--- config.mk ---
export PLATFORM = sky130hd
export DESIGN_NAME = sram_async_ctrl
export DESIGN_NICKNAME = d
export VERILOG_FILES = /design/src/rtl/sram_ctrl_pkg.sv /design/src/rtl/sram_phase_timer.sv /design/src/rtl/sram_seq_fsm.sv /design/src/rtl/sram_dq_path.sv /design/src/rtl/sram_async_ctrl.sv
export SDC_FILE = /design/constraint.sdc
export NUM_CORES = 1
export LEC_CHECK = 0
export CORE_ASPECT_RATIO = 1.4
export CORE_UTILIZATION = 30
export CTS_CLUSTER_DIAMETER = 80
export DETAILED_ROUTE_END_ITERATION = 8
export PLACE_DENSITY = 0.72
export SLEW_MARGIN = 40
export SYNTH_ARGS = -nofsm -noshare
export SYNTH_HDL_FRONTEND = slang
export SYNTH_SLANG_ARGS = --single-unit
--- constraint.sdc ---
create_clock -name clk -period 1.7 [get_ports clk]
set_clock_uncertainty 0.15 [all_clocks]
set_input_delay 0.34 -clock clk [delete_from_list [all_inputs] [get_ports clk]]
set_output_delay 0.34 -clock clk [all_outputs]
set_load 0.01 [all_outputs]
--- src/rtl/sram_ctrl_pkg.sv ---
package sram_ctrl_pkg;

   typedef enum logic [2:0] {
      ST_IDLE,
      ST_SETUP,
      ST_WPULSE,
      ST_WHOLD,
      ST_RWAIT
   } seq_state_t;

   function automatic int ceil_div(input int num, input int den);
      return (num + den - 1) / den;
   endfunction

   function automatic int max3(input int a, input int b, input int c);
      int m;
      m = a;
      if (b > m) m = b;
      if (c > m) m = c;
      return m;
   endfunction

   function automatic bit grade_ok(input int ns);
      return (ns == 70) || (ns == 100) || (ns == 120) || (ns == 150);
   endfunction

endpackage

--- src/rtl/sram_phase_timer.sv ---
module sram_phase_timer #(
   parameter int CW = 4
) (
   input  logic          clk,
   input  logic          rst_n,
   input  logic          load,
   input  logic [CW-1:0] load_val,
   output logic          zero
);

   logic [CW-1:0] cnt_q;

   always_ff @(posedge clk) begin
      if (!rst_n)
         cnt_q <= '0;
      else if (load)
         cnt_q <= load_val;
      else if (cnt_q != '0)
         cnt_q <= cnt_q - 1'b1;
   end

   assign zero = (cnt_q == '0);

   // the phase counter never wraps on its own
   a_r9_timer_no_wrap: assert property (@(posedge clk) disable iff (!rst_n)
      (!load && zero) |=> zero);

endmodule

--- src/rtl/sram_seq_fsm.sv ---
module sram_seq_fsm
   import sram_ctrl_pkg::*;
#(
   parameter int ADDR_W   = 17,
   parameter int CW       = 4,
   parameter int SETUP_C  = 1,
   parameter int WR_C     = 7,
   parameter int RD_C     = 9
) (
   input  logic              clk,
   input  logic              rst_n,
   input  logic              req_valid,
   input  logic              req_write,
   input  logic [ADDR_W-1:0] req_addr,
   input  logic              tmr_zero,
   output logic              tmr_load,
   output logic [CW-1:0]     tmr_val,
   output logic              accept,
   output logic              rd_capture,
   output logic              parked,
   output logic [ADDR_W-1:0] addr_q,
   output logic              cs1_n,
   output logic              cs2,
   output logic              we_n,
   output logic              oe_n,
   output logic              ack
);

   localparam logic [CW-1:0] SETUP_LD = CW'(SETUP_C - 1);
   localparam logic [CW-1:0] WR_LD    = CW'(WR_C - 1);
   localparam logic [CW-1:0] RD_LD    = CW'(RD_C - 1);

   seq_state_t state_q;
   logic       is_wr_q;

   always_comb begin
      tmr_load   = 1'b0;
      tmr_val    = '0;
      accept     = 1'b0;
      rd_capture = 1'b0;
      case (state_q)
         ST_IDLE: begin
            if (req_valid) begin
               accept   = 1'b1;
               tmr_load = 1'b1;
               tmr_val  = SETUP_LD;
            end
         end
         ST_SETUP: begin
            if (tmr_zero) begin
               tmr_load = 1'b1;
               tmr_val  = is_wr_q ? WR_LD : RD_LD;
            end
         end
         ST_RWAIT: rd_capture = tmr_zero;
         default: ;
      endcase
   end

   assign parked = (state_q == ST_IDLE);

   always_ff @(posedge clk) begin
      if (!rst_n) begin
         state_q <= ST_IDLE;
         is_wr_q <= 1'b0;
         addr_q  <= '0;
         cs1_n   <= 1'b1;
         cs2     <= 1'b0;
         we_n    <= 1'b1;
         oe_n    <= 1'b1;
         ack     <= 1'b0;
      end else begin
         ack <= 1'b0;
         case (state_q)
            ST_IDLE: begin
               if (accept) begin
                  addr_q  <= req_addr;
                  is_wr_q <= req_write;
                  cs1_n   <= 1'b0;
                  cs2     <= 1'b1;
                  state_q <= ST_SETUP;
               end
            end
            ST_SETUP: begin
               if (tmr_zero) begin
                  if (is_wr_q) begin
                     we_n    <= 1'b0;
                     state_q <= ST_WPULSE;
                  end else begin
                     oe_n    <= 1'b0;
                     state_q <= ST_RWAIT;
                  end
               end
            end
            ST_WPULSE: begin
               if (tmr_zero) begin
                  we_n    <= 1'b1;
                  state_q <= ST_WHOLD;
               end
            end
            ST_WHOLD: begin
               cs1_n   <= 1'b1;
               cs2     <= 1'b0;
               ack     <= 1'b1;
               state_q <= ST_IDLE;
            end
            ST_RWAIT: begin
               if (tmr_zero) begin
                  oe_n    <= 1'b1;
                  cs1_n   <= 1'b1;
                  cs2     <= 1'b0;
                  ack     <= 1'b1;
                  state_q <= ST_IDLE;
               end
            end
            default: state_q <= ST_IDLE;
         endcase
      end
   end

   // standby levels whenever the sequencer rests
   a_r1_idle_park: assert property (@(posedge clk) disable iff (!rst_n)
      (state_q == ST_IDLE) |-> (cs1_n && !cs2 && we_n && oe_n));

   // the captured address is frozen for the whole access
   a_r2_addr_frozen: assert property (@(posedge clk) disable iff (!rst_n)
      (state_q != ST_IDLE && $past(state_q) != ST_IDLE) |-> $stable(addr_q));

   // acknowledge lasts one cycle
   a_r8_ack_single: assert property (@(posedge clk) disable iff (!rst_n)
      ack |=> !ack);

   // write strobe releases before the chip selects
   a_r10_we_first: assert property (@(posedge clk) disable iff (!rst_n)
      $rose(we_n) |-> (!cs1_n && cs2));

endmodule

--- src/rtl/sram_dq_path.sv ---
module sram_dq_path #(
   parameter int DATA_W = 8
) (
   input  logic              clk,
   input  logic              rst_n,
   input  logic              accept,
   input  logic [DATA_W-1:0] wdata_in,
   input  logic              we_n,
   input  logic              rd_capture,
   input  logic [DATA_W-1:0] dq_in,
   output logic [DATA_W-1:0] dq_out,
   output logic              dq_oe,
   output logic [DATA_W-1:0] rd_data
);

   always_ff @(posedge clk) begin
      if (!rst_n) begin
         dq_out  <= '0;
         dq_oe   <= 1'b0;
         rd_data <= '0;
      end else begin
         if (accept)
            dq_out <= wdata_in;
         dq_oe <= ~we_n;
         if (rd_capture)
            rd_data <= dq_in;
      end
   end

   // drive begins one cycle after the strobe falls
   a_r6_drive_on: assert property (@(posedge clk) disable iff (!rst_n)
      $fell(we_n) |=> dq_oe);

   // drive ends one cycle after the strobe rises
   a_r6_drive_off: assert property (@(posedge clk) disable iff (!rst_n)
      $rose(we_n) |=> !dq_oe);

   // written byte is steady while driven
   a_r6_data_steady: assert property (@(posedge clk) disable iff (!rst_n)
      (dq_oe && $past(dq_oe)) |-> $stable(dq_out));

endmodule

--- src/rtl/sram_async_ctrl.sv ---
module sram_async_ctrl
   import sram_ctrl_pkg::*;
#(
   parameter int CLK_PERIOD_PS  = 8000,
   parameter int ACCESS_NS      = 70,
   parameter int WE_PULSE_NS    = 55,
   parameter int ADDR_SETUP_CYC = 1,
   parameter int ADDR_W         = 17,
   parameter int DATA_W         = 8,
   parameter bit PARK_ADDR_ZERO = 1'b0
) (
   input  logic              clk,
   input  logic              rst_n,
   input  logic              req_valid,
   input  logic              req_write,
   input  logic [ADDR_W-1:0] req_addr,
   input  logic [DATA_W-1:0] req_wdata,
   output logic              req_ack,
   output logic [DATA_W-1:0] req_rdata,
   output logic [ADDR_W-1:0] mem_addr,
   output logic              mem_cs1_n,
   output logic              mem_cs2,
   output logic              mem_we_n,
   output logic              mem_oe_n,
   output logic [DATA_W-1:0] mem_dq_out,
   output logic              mem_dq_oe,
   input  logic [DATA_W-1:0] mem_dq_in
);

   localparam int RD_CYC = ceil_div(ACCESS_NS * 1000, CLK_PERIOD_PS);
   localparam int WR_CYC = ceil_div(WE_PULSE_NS * 1000, CLK_PERIOD_PS);
   localparam int CW     = $clog2(max3(ADDR_SETUP_CYC, WR_CYC, RD_CYC) + 1);

   initial begin
      if (!grade_ok(ACCESS_NS))
         $fatal(1, "access grade %0d ns not supported", ACCESS_NS);
      if (WR_CYC < 2)
         $fatal(1, "write pulse needs at least two cycles");
      if (ADDR_SETUP_CYC < 1)
         $fatal(1, "address setup needs at least one cycle");
      if (CLK_PERIOD_PS <= 0)
         $fatal(1, "clock period must be positive");
   end

   logic              tmr_load;
   logic [CW-1:0]     tmr_val;
   logic              tmr_zero;
   logic              accept;
   logic              rd_capture;
   logic              parked;
   logic [ADDR_W-1:0] addr_q;

   sram_phase_timer #(
      .CW (CW)
   ) u_timer (
      .clk      (clk),
      .rst_n    (rst_n),
      .load     (tmr_load),
      .load_val (tmr_val),
      .zero     (tmr_zero)
   );

   sram_seq_fsm #(
      .ADDR_W  (ADDR_W),
      .CW      (CW),
      .SETUP_C (ADDR_SETUP_CYC),
      .WR_C    (WR_CYC),
      .RD_C    (RD_CYC)
   ) u_fsm (
      .clk        (clk),
      .rst_n      (rst_n),
      .req_valid  (req_valid),
      .req_write  (req_write),
      .req_addr   (req_addr),
      .tmr_zero   (tmr_zero),
      .tmr_load   (tmr_load),
      .tmr_val    (tmr_val),
      .accept     (accept),
      .rd_capture (rd_capture),
      .parked     (parked),
      .addr_q     (addr_q),
      .cs1_n      (mem_cs1_n),
      .cs2        (mem_cs2),
      .we_n       (mem_we_n),
      .oe_n       (mem_oe_n),
      .ack        (req_ack)
   );

   sram_dq_path #(
      .DATA_W (DATA_W)
   ) u_dq (
      .clk        (clk),
      .rst_n      (rst_n),
      .accept     (accept),
      .wdata_in   (req_wdata),
      .we_n       (mem_we_n),
      .rd_capture (rd_capture),
      .dq_in      (mem_dq_in),
      .dq_out     (mem_dq_out),
      .dq_oe      (mem_dq_oe),
      .rd_data    (req_rdata)
   );

   generate
      if (PARK_ADDR_ZERO) begin : g_addr_zero
         assign mem_addr = parked ? '0 : addr_q;
      end else begin : g_addr_hold
         logic unused_parked;
         assign unused_parked = parked;
         assign mem_addr = addr_q;
      end
   endgenerate

   // output enable stays high through the write strobe
   a_r5_oe_high_in_write: assert property (@(posedge clk) disable iff (!rst_n)
      !mem_we_n |-> mem_oe_n);

   // controller and memory never drive the bus together
   a_r5_no_contention: assert property (@(posedge clk) disable iff (!rst_n)
      mem_dq_oe |-> mem_oe_n);

   // write strobe only inside a selected window
   a_r4_we_selected: assert property (@(posedge clk) disable iff (!rst_n)
      !mem_we_n |-> (!mem_cs1_n && mem_cs2));

   // address stable while the strobe is low
   a_r4_addr_stable: assert property (@(posedge clk) disable iff (!rst_n)
      (!mem_we_n && $past(!mem_we_n)) |-> $stable(mem_addr));

   // read strobe never overlaps write strobe
   a_r7_read_we_high: assert property (@(posedge clk) disable iff (!rst_n)
      !mem_oe_n |-> (mem_we_n && !mem_cs1_n && mem_cs2));

endmodule

After elaboration in Yosys (flattened, before gate mapping)

Index checks and enable logic that the tools add are counted.

Input port bits: 37
Output and inout port bits: 39
Logic and storage cells: 65
Bits in registers: 47

Muxes and demuxes: 29
Bitwise logic cells: 1
$add $sub $neg: 1
Eq/ne operators: 10
Reduce and logical (&&, ||, !) cells: 12

Operators with widths:

| kind                                                  | number |
|---|---|
| 2-to-1 mux 4 bit                                      | 5 |
| 2-to-1 mux 3 bit                                      | 5 |
| 2-to-1 mux 1 bit                                      | 12 |
| case mux 3 bit (4 select lines)                       | 1 |
| AND reduction 4 bit                                   | 3 |
| inequality test 2 x 1 -> 1 bit, second input constant | 4 |
| case mux 1 bit (2 select lines)                       | 4 |
| == test 3 x 2 -> 1 bit, second input constant         | 2 |
| case mux 1 bit (3 select lines)                       | 2 |
| nonzero test 2 bit                                    | 3 |
| logical NOT 4 bit                                     | 1 |
| inequality test 2 bit, second input constant          | 2 |
| nonzero test 4 bit                                    | 1 |
| subtractor 4 x 1 -> 4 bit, second input constant      | 1 |
| == test 3 x 1 -> 1 bit, second input constant         | 1 |
| == test 3 bit, second input constant                  | 1 |
| logical NOT 3 bit                                     | 1 |
| AND reduction 3 bit                                   | 1 |
| nonzero test 3 bit                                    | 1 |
| AND reduction 2 bit                                   | 1 |
| inverter 1 bit                                        | 1 |

Depth between registers and ports, before layout

Gate-level depths: netlist (run 1).

Depth after elaboration: 4
Depth in mapped cells: 7
Depth with buffers taken out: 6

Cells and area by module

From an unflattened synthesis (run 1), not the netlist that was laid out.

Cell total of the unflattened synthesis: 208
Area total of the unflattened synthesis: 1943.1 um^2

By module, submodules not included:

| module           | cells each | area an instance (um^2) | instances | seq. area each (um^2) |
|---|---|---|---|---|
| sram_seq_fsm     | 132        | 1078.5                  | 1         | 520.5 |
| sram_dq_path     | 53         | 634.4                   | 1         | 340.3 |
| sram_phase_timer | 23         | 230.2                   | 1         | 80.1 |

Worst setup path after synthesis (run 1)

No wires, ideal clock.

Path kind: reg2reg
From: register u_timer.cnt_q[0]
To: register u_fsm.state_q[1]
Stages on the path, launching flop included: 7
Data arrival time: 1.388 ns
Setup time: 0.117 ns
Slack: 0.046 ns
Period minus slack after synthesis: 1.654 ns
Path through: dfxtp_1 > inv_1 > ha_1 > or3b_2 > o21bai_1 > a221o_1 > a21oi_1

Cells in the longest elaborated chain, start to end: 3
Elaborated cells between the ends (all ways): 5
Classes of those cells: eq/ne: 3; reduce/logical: 2

Ends and longest elaborated chain:

| element                                         | RTL line               | RTL |
|---|---|---|
| start, declared                                 | sram_phase_timer.sv:11 | `logic [CW-1:0] cnt_q;` |
| start signal, assigned                          | sram_phase_timer.sv:17 | `cnt_q <= load_val;` |
| start signal, assigned                          | sram_phase_timer.sv:19 | `cnt_q <= cnt_q - 1'b1;` |
| logical NOT 4 bit *                             | sram_phase_timer.sv:22 | `assign zero = (cnt_q == '0);` |
| inequality test 2 x 1 -> 1 bit (no source line) | --                     |  |
| AND reduction 4 bit (no source line) *          | --                     |  |
| end signal, assigned                            | sram_seq_fsm.sv:64     | `state_q <= ST_IDLE;` |
| end signal, assigned                            | sram_seq_fsm.sv:81     | `state_q <= ST_SETUP;` |
| end signal, assigned                            | sram_seq_fsm.sv:88     | `state_q <= ST_WPULSE;` |
| end, declared                                   | sram_seq_fsm.sv:33     | `seq_state_t state_q;` |

Mark *: on every way between the ends. The rest lies on a longest branch, timed or not.
A chain may end at the register's enable or synchronous reset.

Worst setup path after layout (run 1)

From: register u_dq.rd_data[2]
To: output req_rdata[2]

RTL lines:

| element                | RTL line              | RTL |
|---|---|---|
| start, declared        | sram_dq_path.sv:13    | `output logic [DATA_W-1:0] rd_data` |
| start signal, assigned | sram_dq_path.sv:26    | `rd_data <= dq_in;` |
| end, declared          | sram_async_ctrl.sv:19 | `output logic [DATA_W-1:0] req_rdata,` |

No word-level cell between the ends.

==> metrics.md, run 1 <==
| Metric | Value |
|---|---|
| Outcome | completed |
| Hold Worst Slack | 0.2856 ns |
| Clock Power Share | 18.3% |
| Tot Pwr | 4625 uW |
| Slew HR | 68.89% |
| Routed vias/inst | 4.453 |
| Net count after synthesis | 253 |
| Pwr Density | 1439 nW/um^2 |
| CTS Buf Count | 5 |
| # IOs | 76 |
| Asr flop ratio synth | 0% |
| Die area | 7252 um^2 |
| Slew Limit Fails | 0 |
| Max Buffers Root-to-Sink | 2 |
| Clock transition at path regs | 0.09 ns |
| Crit path max-delay family | buffers and inverters |
| Drt first pass iters | 4 |
| Die Span Y | 100.4 um |
| Switching share of total power | 34.85% |
| Worst vdd ir | 518.4 uV |
| FILL cells | 621 |
| RR Startpoint | u_timer.cnt_q[0] |
| Crit Path Category | reg -> out |
| Port Buf Inserts | 75 |
| Part of the Yosys area used for sequential elements | 45.38% |
| Fin crit period | 1.661 ns |
| Initial antenna violation count | 0 |
| DR iter-0 viols | 90 |
| CP Buf/Inv Count | 1 |
| GP Congestion | 0.7940 |
| Core ar. | 6613 um^2 |
| Die width | 72.26 um |
| Critical Path RT | 1.21 ns |
| Multi-input gate area | 1050 um^2 |
| P_sw | 1612 uW |
| Initial Utilization | 31.35% |
| Critical-path top delay cell | clkdlybuf4s50_1 |
| Critical Path Fanout Max | 2 |
| Slew @ Worst Pin | 0.4660 ns |
| Fmax | 0.6019 GHz |
| First-pass GRT wire length | 7645 um |
| CTS tree | yes |
| Clock Sinks | 47 |
| Area of placed instances | 2998 um^2 |
| Ys Warns | 0 |
| ANT cells | 0 |
| Register bit total from synthesis | 47 |
| Avg WL per Cell | 11.90 um |
| Most frequent cells in the layout | 57 x nand2_1, 47 x dfxtp_1, 46 x clkdlybuf4s50_1 |
| FF-to-FF path depth | 7 |
| Latest clock arrival within the worst-skew pair | 0.30 ns |
| Synthesized cell area | 2073 um^2 |
| Hold_sp | u_fsm.we_n |
| CP arrival | 1.17 ns |
| Yosys cell types | 39 |
| Max Cap Violations | 0 |
| Design Area, Final | 3214 um^2 |
| GRT Util Overall | 13.46% |
| CP endpoint kind | output port |
| DRC violations left | 0 |
| Reg2reg end | u_dq.rd_data[2] |
| Flop-to-flop setup slack | 0.09 ns |
| Sequential cell area | 940.9 um^2 |
| GRT Residual Overflow | 0 |
| WHS Endpoint | u_dq.dq_oe |
| Clk root buf | clkbuf_8 |
| Pin count of the biggest net entering global routing | 27 |
| Std-Cell Rows | 35 |
| Share of post-route cells with drive strength above 1 | 19.27% |
| Final Hold Fails | 0 |
| Synth Area per Inst | 9.688 um^2 |
| Vias in the first global route | 1733 |
| Total number of vias | 1750 |
| WL final | 4676 um |
| Number of nets with antenna violations after routing | 0 |
| Final worst-path cycle share | 97.72% |
| EDFF count, synth | 0 |
| CP startpoint kind | register |
| Crit path cell chain | clkdlybuf4s50_1 |
| Post-Synthesis Cells | 214 |
| Tightest Hold Check Type | reg -> reg |
| Sequential power share | 34.2% |
| Pleak | 0.001635 uW |
| H-Tree Depth | 2 |
| Pint | 3013 uW |
| DPL Wire Length | 3412 um |
| Most common cell after layout, fill and taps aside | nand2_1 |
| Min-Delay Path Depth | 1 |
| Combinational group share of total power | 47.4% |
| Post-synth top flop | dfxtp_1 |
| Slowest stage delay, CP | 0.54 ns |
| Layout area overhead | 55.04% |
| NumNets Final | 339 |
| Final setup vio count | 0 |
-- state kept, by name (all words and copies together) (netlist names), 3 cells and up --
register	count
u_dq.dq_out	8
u_fsm.addr_q	17
u_fsm.state_q	3
u_dq.rd_data	8
u_timer.cnt_q	4
-- per-stage QoR --
stage                      TNS [ns]  instances  utilization (%)  setup slack, ns
final                             0        393            48.61          0.03868
after global routing      -0.001680        393            48.61        -0.001612
after global placement       -1.251        384            45.34         -0.08042
after CTS                         0        392            47.11        0.0006485
after detailed placement     -1.782        384            45.34          -0.1104
after floorplan                   0        214                -          0.04570
-- area by class of cell --
class	count	share of cell area, %
inverters	4	0.4671
clock inverters	2	1.090
multi-input cells	150	32.66
clock buffers	6	2.569
well taps	92	3.581
repair buffers	92	30.36
flip-flops and latches	47	29.27
-- worst max-delay path by stage --
stage | depth (start not counted) | to | slack, ns | from
2_1_floorplan | 6 | u_fsm.state_q[1] | 0.05 | u_timer.cnt_q[0]
3_3_place_gp | 5 | u_timer.cnt_q[1] | -0.08 | req_valid
3_5_place_dp | 5 | u_timer.cnt_q[1] | -0.11 | req_valid
4_1_cts | 1 | mem_we_n | 0.0006 | u_fsm.we_n
5_1_grt | 1 | req_rdata[3] | -0.002 | u_dq.rd_data[3]
6_report | 1 | req_rdata[2] | 0.04 | u_dq.rd_data[2]
-- routing by layer --
layer / global-route usage (%) / share of wire [%] / wire length (um) / vias to the layer above
li1: - / - / - / 891
met1: 14.54 / 40 / 1866 / 813
met2: 23.80 / 53 / 2488 / 39
met3: 4.016 / 5.0 / 232 / 7
met4: 6.033 / 1.9 / 88 / 0
met5: 0 / 0 / 0 / -
-- power by group through the flow --
stage | registers, uW | logic, uW | clock network [uW]
2_1_floorplan | 1610 | 1310 | 0
3_3_place_gp | 1600 | 2150 | 0
3_5_place_dp | 1610 | 2190 | 0
4_1_cts | 1590 | 2220 | 887
5_1_grt | 1620 | 2420 | 917
6_report | 1580 | 2190 | 848
-- cells in the mapped netlist (3+ instances only) --
library cell	instances	area [um^2]
nand3_1	6	30.03
dfxtp_1	47	940.9
a21boi_0	8	60.06
buf_6	4	45.04
inv_1	4	15.01
nand2_1	57	214.0
a21oi_1	4	20.02
clkbuf_1	5	18.77
a21boi_2	20	225.2
nor2b_1	10	62.56
o21ai_0	3	15.01
buf_2	3	15.01
mux2i_1	9	90.09
nor3_1	3	15.01
xnor2_1	3	26.28
-- timing repair --
item / CTS / global route
endpoints found under the setup margin: 5 / 37
endpoints found under the hold margin: 0 / 0
pin swaps: 0 / 1
setup buffers: 0 / 1
hold buffers: 0 / 0
gates resized for setup: 4 / 34
-- logic make-up after synthesis --
| family | synth area share, % |
|---|---|
| DFF | 45.38 |
| xor gates and xnor gates | 1.268 |
| and+or+nand+nor | 22.33 |
| muxes | 4.345 |
| adders and majority gates | 1.207 |
| buffers and inverters | 4.888 |
| AOI/OAI and AO/OA | 20.58 |
-- worst register-to-register path, cell delays in order, from the launching register on --
cell     delay [ns]
dfxtp_1        0.32
inv_2          0.07
ha_4           0.14
nor3b_4        0.27
nand3_2        0.14
buf_8          0.19
mux2i_2        0.17
nor2b_1        0.06
(Power assumes the default switching activity.)
==> inputs of run 2 (changes only) <==
- CORE_UTILIZATION: 30 -> 40
- PLACE_DENSITY: 0.72 -> 0.88
==> run 2 against run 1 <==
Against the previous run:
- die area shrank 24%
- cell count fell by 7.9%
- first-iteration DRC count down 38%
- setup slack lost 0.0031 ns
- largest cell class unchanged
- largest power group unchanged
- critical path type unchanged
==> metrics.md, run 2 (synthesis gave the netlist of run 1 again) <==
| Metric | Value |
|---|---|
| GRT Util Overall | 17.65% |
| Reg2reg end | u_dq.rd_data[0] |
| Largest regs | u_fsm.addr_q x17, u_dq.dq_out x8, u_dq.rd_data x8 |
| ANT cells | 0 |
| CP arrival | 1.17 ns |
| CTS tree | yes |
| Clock Sinks | 47 |
| FF-to-FF path depth | 7 |
| Layout area overhead | 53.17% |
| Initial antenna violation count | 0 |
| Max Cap Violations | 0 |
| Most frequent cells in the layout | 57 x nand2_1, 47 x clkdlybuf4s50_1, 46 x dfxtp_1 |
| Clock transition at path regs | 0.08 ns |
| Min-Delay Path Depth | 1 |
| Std-Cell Rows | 30 |
| Worst vdd ir | 824.7 uV |
| Post-Place Setup Slack | -0.1548 ns |
| Slowest stage delay, CP | 0.55 ns |
| Fmax | 0.6008 GHz |
| Multi-input gate area | 1051 um^2 |
| Pleak | 0.001633 uW |
| Share of post-route cells with drive strength above 1 | 18.46% |
| DR iter-0 viols | 56 |
| GP Congestion | 0.7789 |
| Routed vias/inst | 4.796 |
| Hold_buf cts | 0 |
| Core ar. | 4917 um^2 |
| Slew Limit Fails | 0 |
| Clk root buf | clkbuf_8 |
| CP startpoint kind | register |
| Critical Path RT | 1.21 ns |
| # IOs | 76 |
| GRT Residual Overflow | 0 |
| Crit path cell chain | clkdlybuf4s50_1 |
| First-pass GRT wire length | 7369 um |
| Total number of vias | 1736 |
| Slew HR | 67.76% |
| NumNets Final | 337 |
| Flop-to-flop setup slack | 0.07 ns |
| Fin crit period | 1.664 ns |
| H-Tree Depth | 2 |
| DRC violations left | 0 |
| FILL cells | 407 |
| Latest clock arrival within the worst-skew pair | 0.30 ns |
| Critical Path Fanout Max | 2 |
| Outcome | completed |
| Critical Path Start | u_dq.dq_out[7] |
| Critical-path top delay cell | clkdlybuf4s50_1 |
| Drt first pass iters | 4 |
| Slew @ Worst Pin | 0.4830 ns |
| Die area | 5479 um^2 |
| Crit Path Category | reg -> out |
| Max reg flops | 17 |
| Crit path max-delay family | buffers and inverters |
| Tot Pwr | 4560 uW |
| Die Span Y | 87.19 um |
| Port Buf Inserts | 75 |
| Final worst slack | 0.03561 ns |
| Initial Utilization | 42.16% |
| Final worst-path cycle share | 97.91% |
| DPL Wire Length | 3392 um |
| Most common cell after layout, fill and taps aside | nand2_1 |
| CP endpoint kind | output port |
| Avg WL per Cell | 12.93 um |
| Number of nets with antenna violations after routing | 0 |
| Final setup vio count | 0 |
| RSZ-0062 raised after global routing | yes |
| Sequential cell area | 942.2 um^2 |
| Pin count of the biggest net entering global routing | 27 |
| Vias in the first global route | 1656 |
| RR Startpoint | u_timer.cnt_q[0] |
| Die width | 62.85 um |
| Final Hold Fails | 0 |
| WL final | 4681 um |
| Tightest Hold Check Type | reg -> reg |
| CTS Buf Count | 5 |
| Pwr Density | 1436 nW/um^2 |
| CP endpoint | mem_dq_out[7] |
| CP Buf/Inv Count | 1 |
| Biggest register | u_fsm.addr_q |
| Max Buffers Root-to-Sink | 2 |
| Worst path depth | 1 |
-- run 2: changes by cell type in the layout (fill, tap and decap cells not counted), sizes merged --
| cell | change |
|---|---|
| buf | -3 |
| clkbuf | +1 |
| clkdlybuf4s50 | +1 |
| clkinv | -1 |
| dlygate4sd2 | -1 |
-- run 2: report_power, final --
| group | switching (uW) | internal [uW] |
|---|---|---|
| clock | 345 | 431 |
| sequential | 230 | 1360 |
| combinational | 1030 | 1170 |
| total | 1600 | 2960 |
-- run 2: final cells by class --
| type | count | area share [%] |
|---|---|---|
| Inverter | 4 | 0.4728 |
| Multi-Input combinational cell | 150 | 33.10 |
| Clock buffer | 6 | 2.285 |
| Clock inverter | 1 | 0.9456 |
| Tap cell | 64 | 2.522 |
| Sequential cell | 47 | 29.67 |
| Timing Repair Buffer | 90 | 31.01 |
-- run 2: layer usage --
metal,up-vias,routed length [um],GRT usage [%]
li1,886,-,-
met1,792,1963,17.76
met2,54,2415,32.91
met3,4,209,4.581
met4,0,92,9.725
met5,-,0,0
-- run 2: worst min-delay path by stage --
stage,start,end,slack [ns]
final,u_fsm.we_n,u_dq.dq_oe,0.29
after global routing,u_fsm.we_n,u_dq.dq_oe,0.31
after CTS,u_fsm.we_n,u_dq.dq_oe,0.29
after detailed placement,u_fsm.we_n,u_dq.dq_oe,0.28
after global placement,u_fsm.we_n,u_dq.dq_oe,0.28
after floorplan,u_fsm.we_n,u_dq.dq_oe,0.31
-- run 2: timing repair --
| action | CTS | global route |
|---|---|---|
| pin swaps | 0 | 1 |
| endpoints found under the setup margin | 4 | 38 |
| gates cloned | 0 | 1 |
| resized for setup | 3 | 33 |
| setup buffers | 0 | 0 |
-- run 2: per-stage QoR --
stage          hold WS, ns  TNS [ns]  utilization (%)  std cells  area, um^2
6_report            0.2930         0            64.58        362        3176
5_1_grt             0.3129   -0.1218            64.58        362        3176
4_1_cts             0.2910         0            62.32        361        3064
3_5_place_dp        0.2843    -2.562            60.20        354        2960
3_3_place_gp        0.2753    -1.686            60.20        354        2960
2_1_floorplan       0.3110         0                -        214        2073
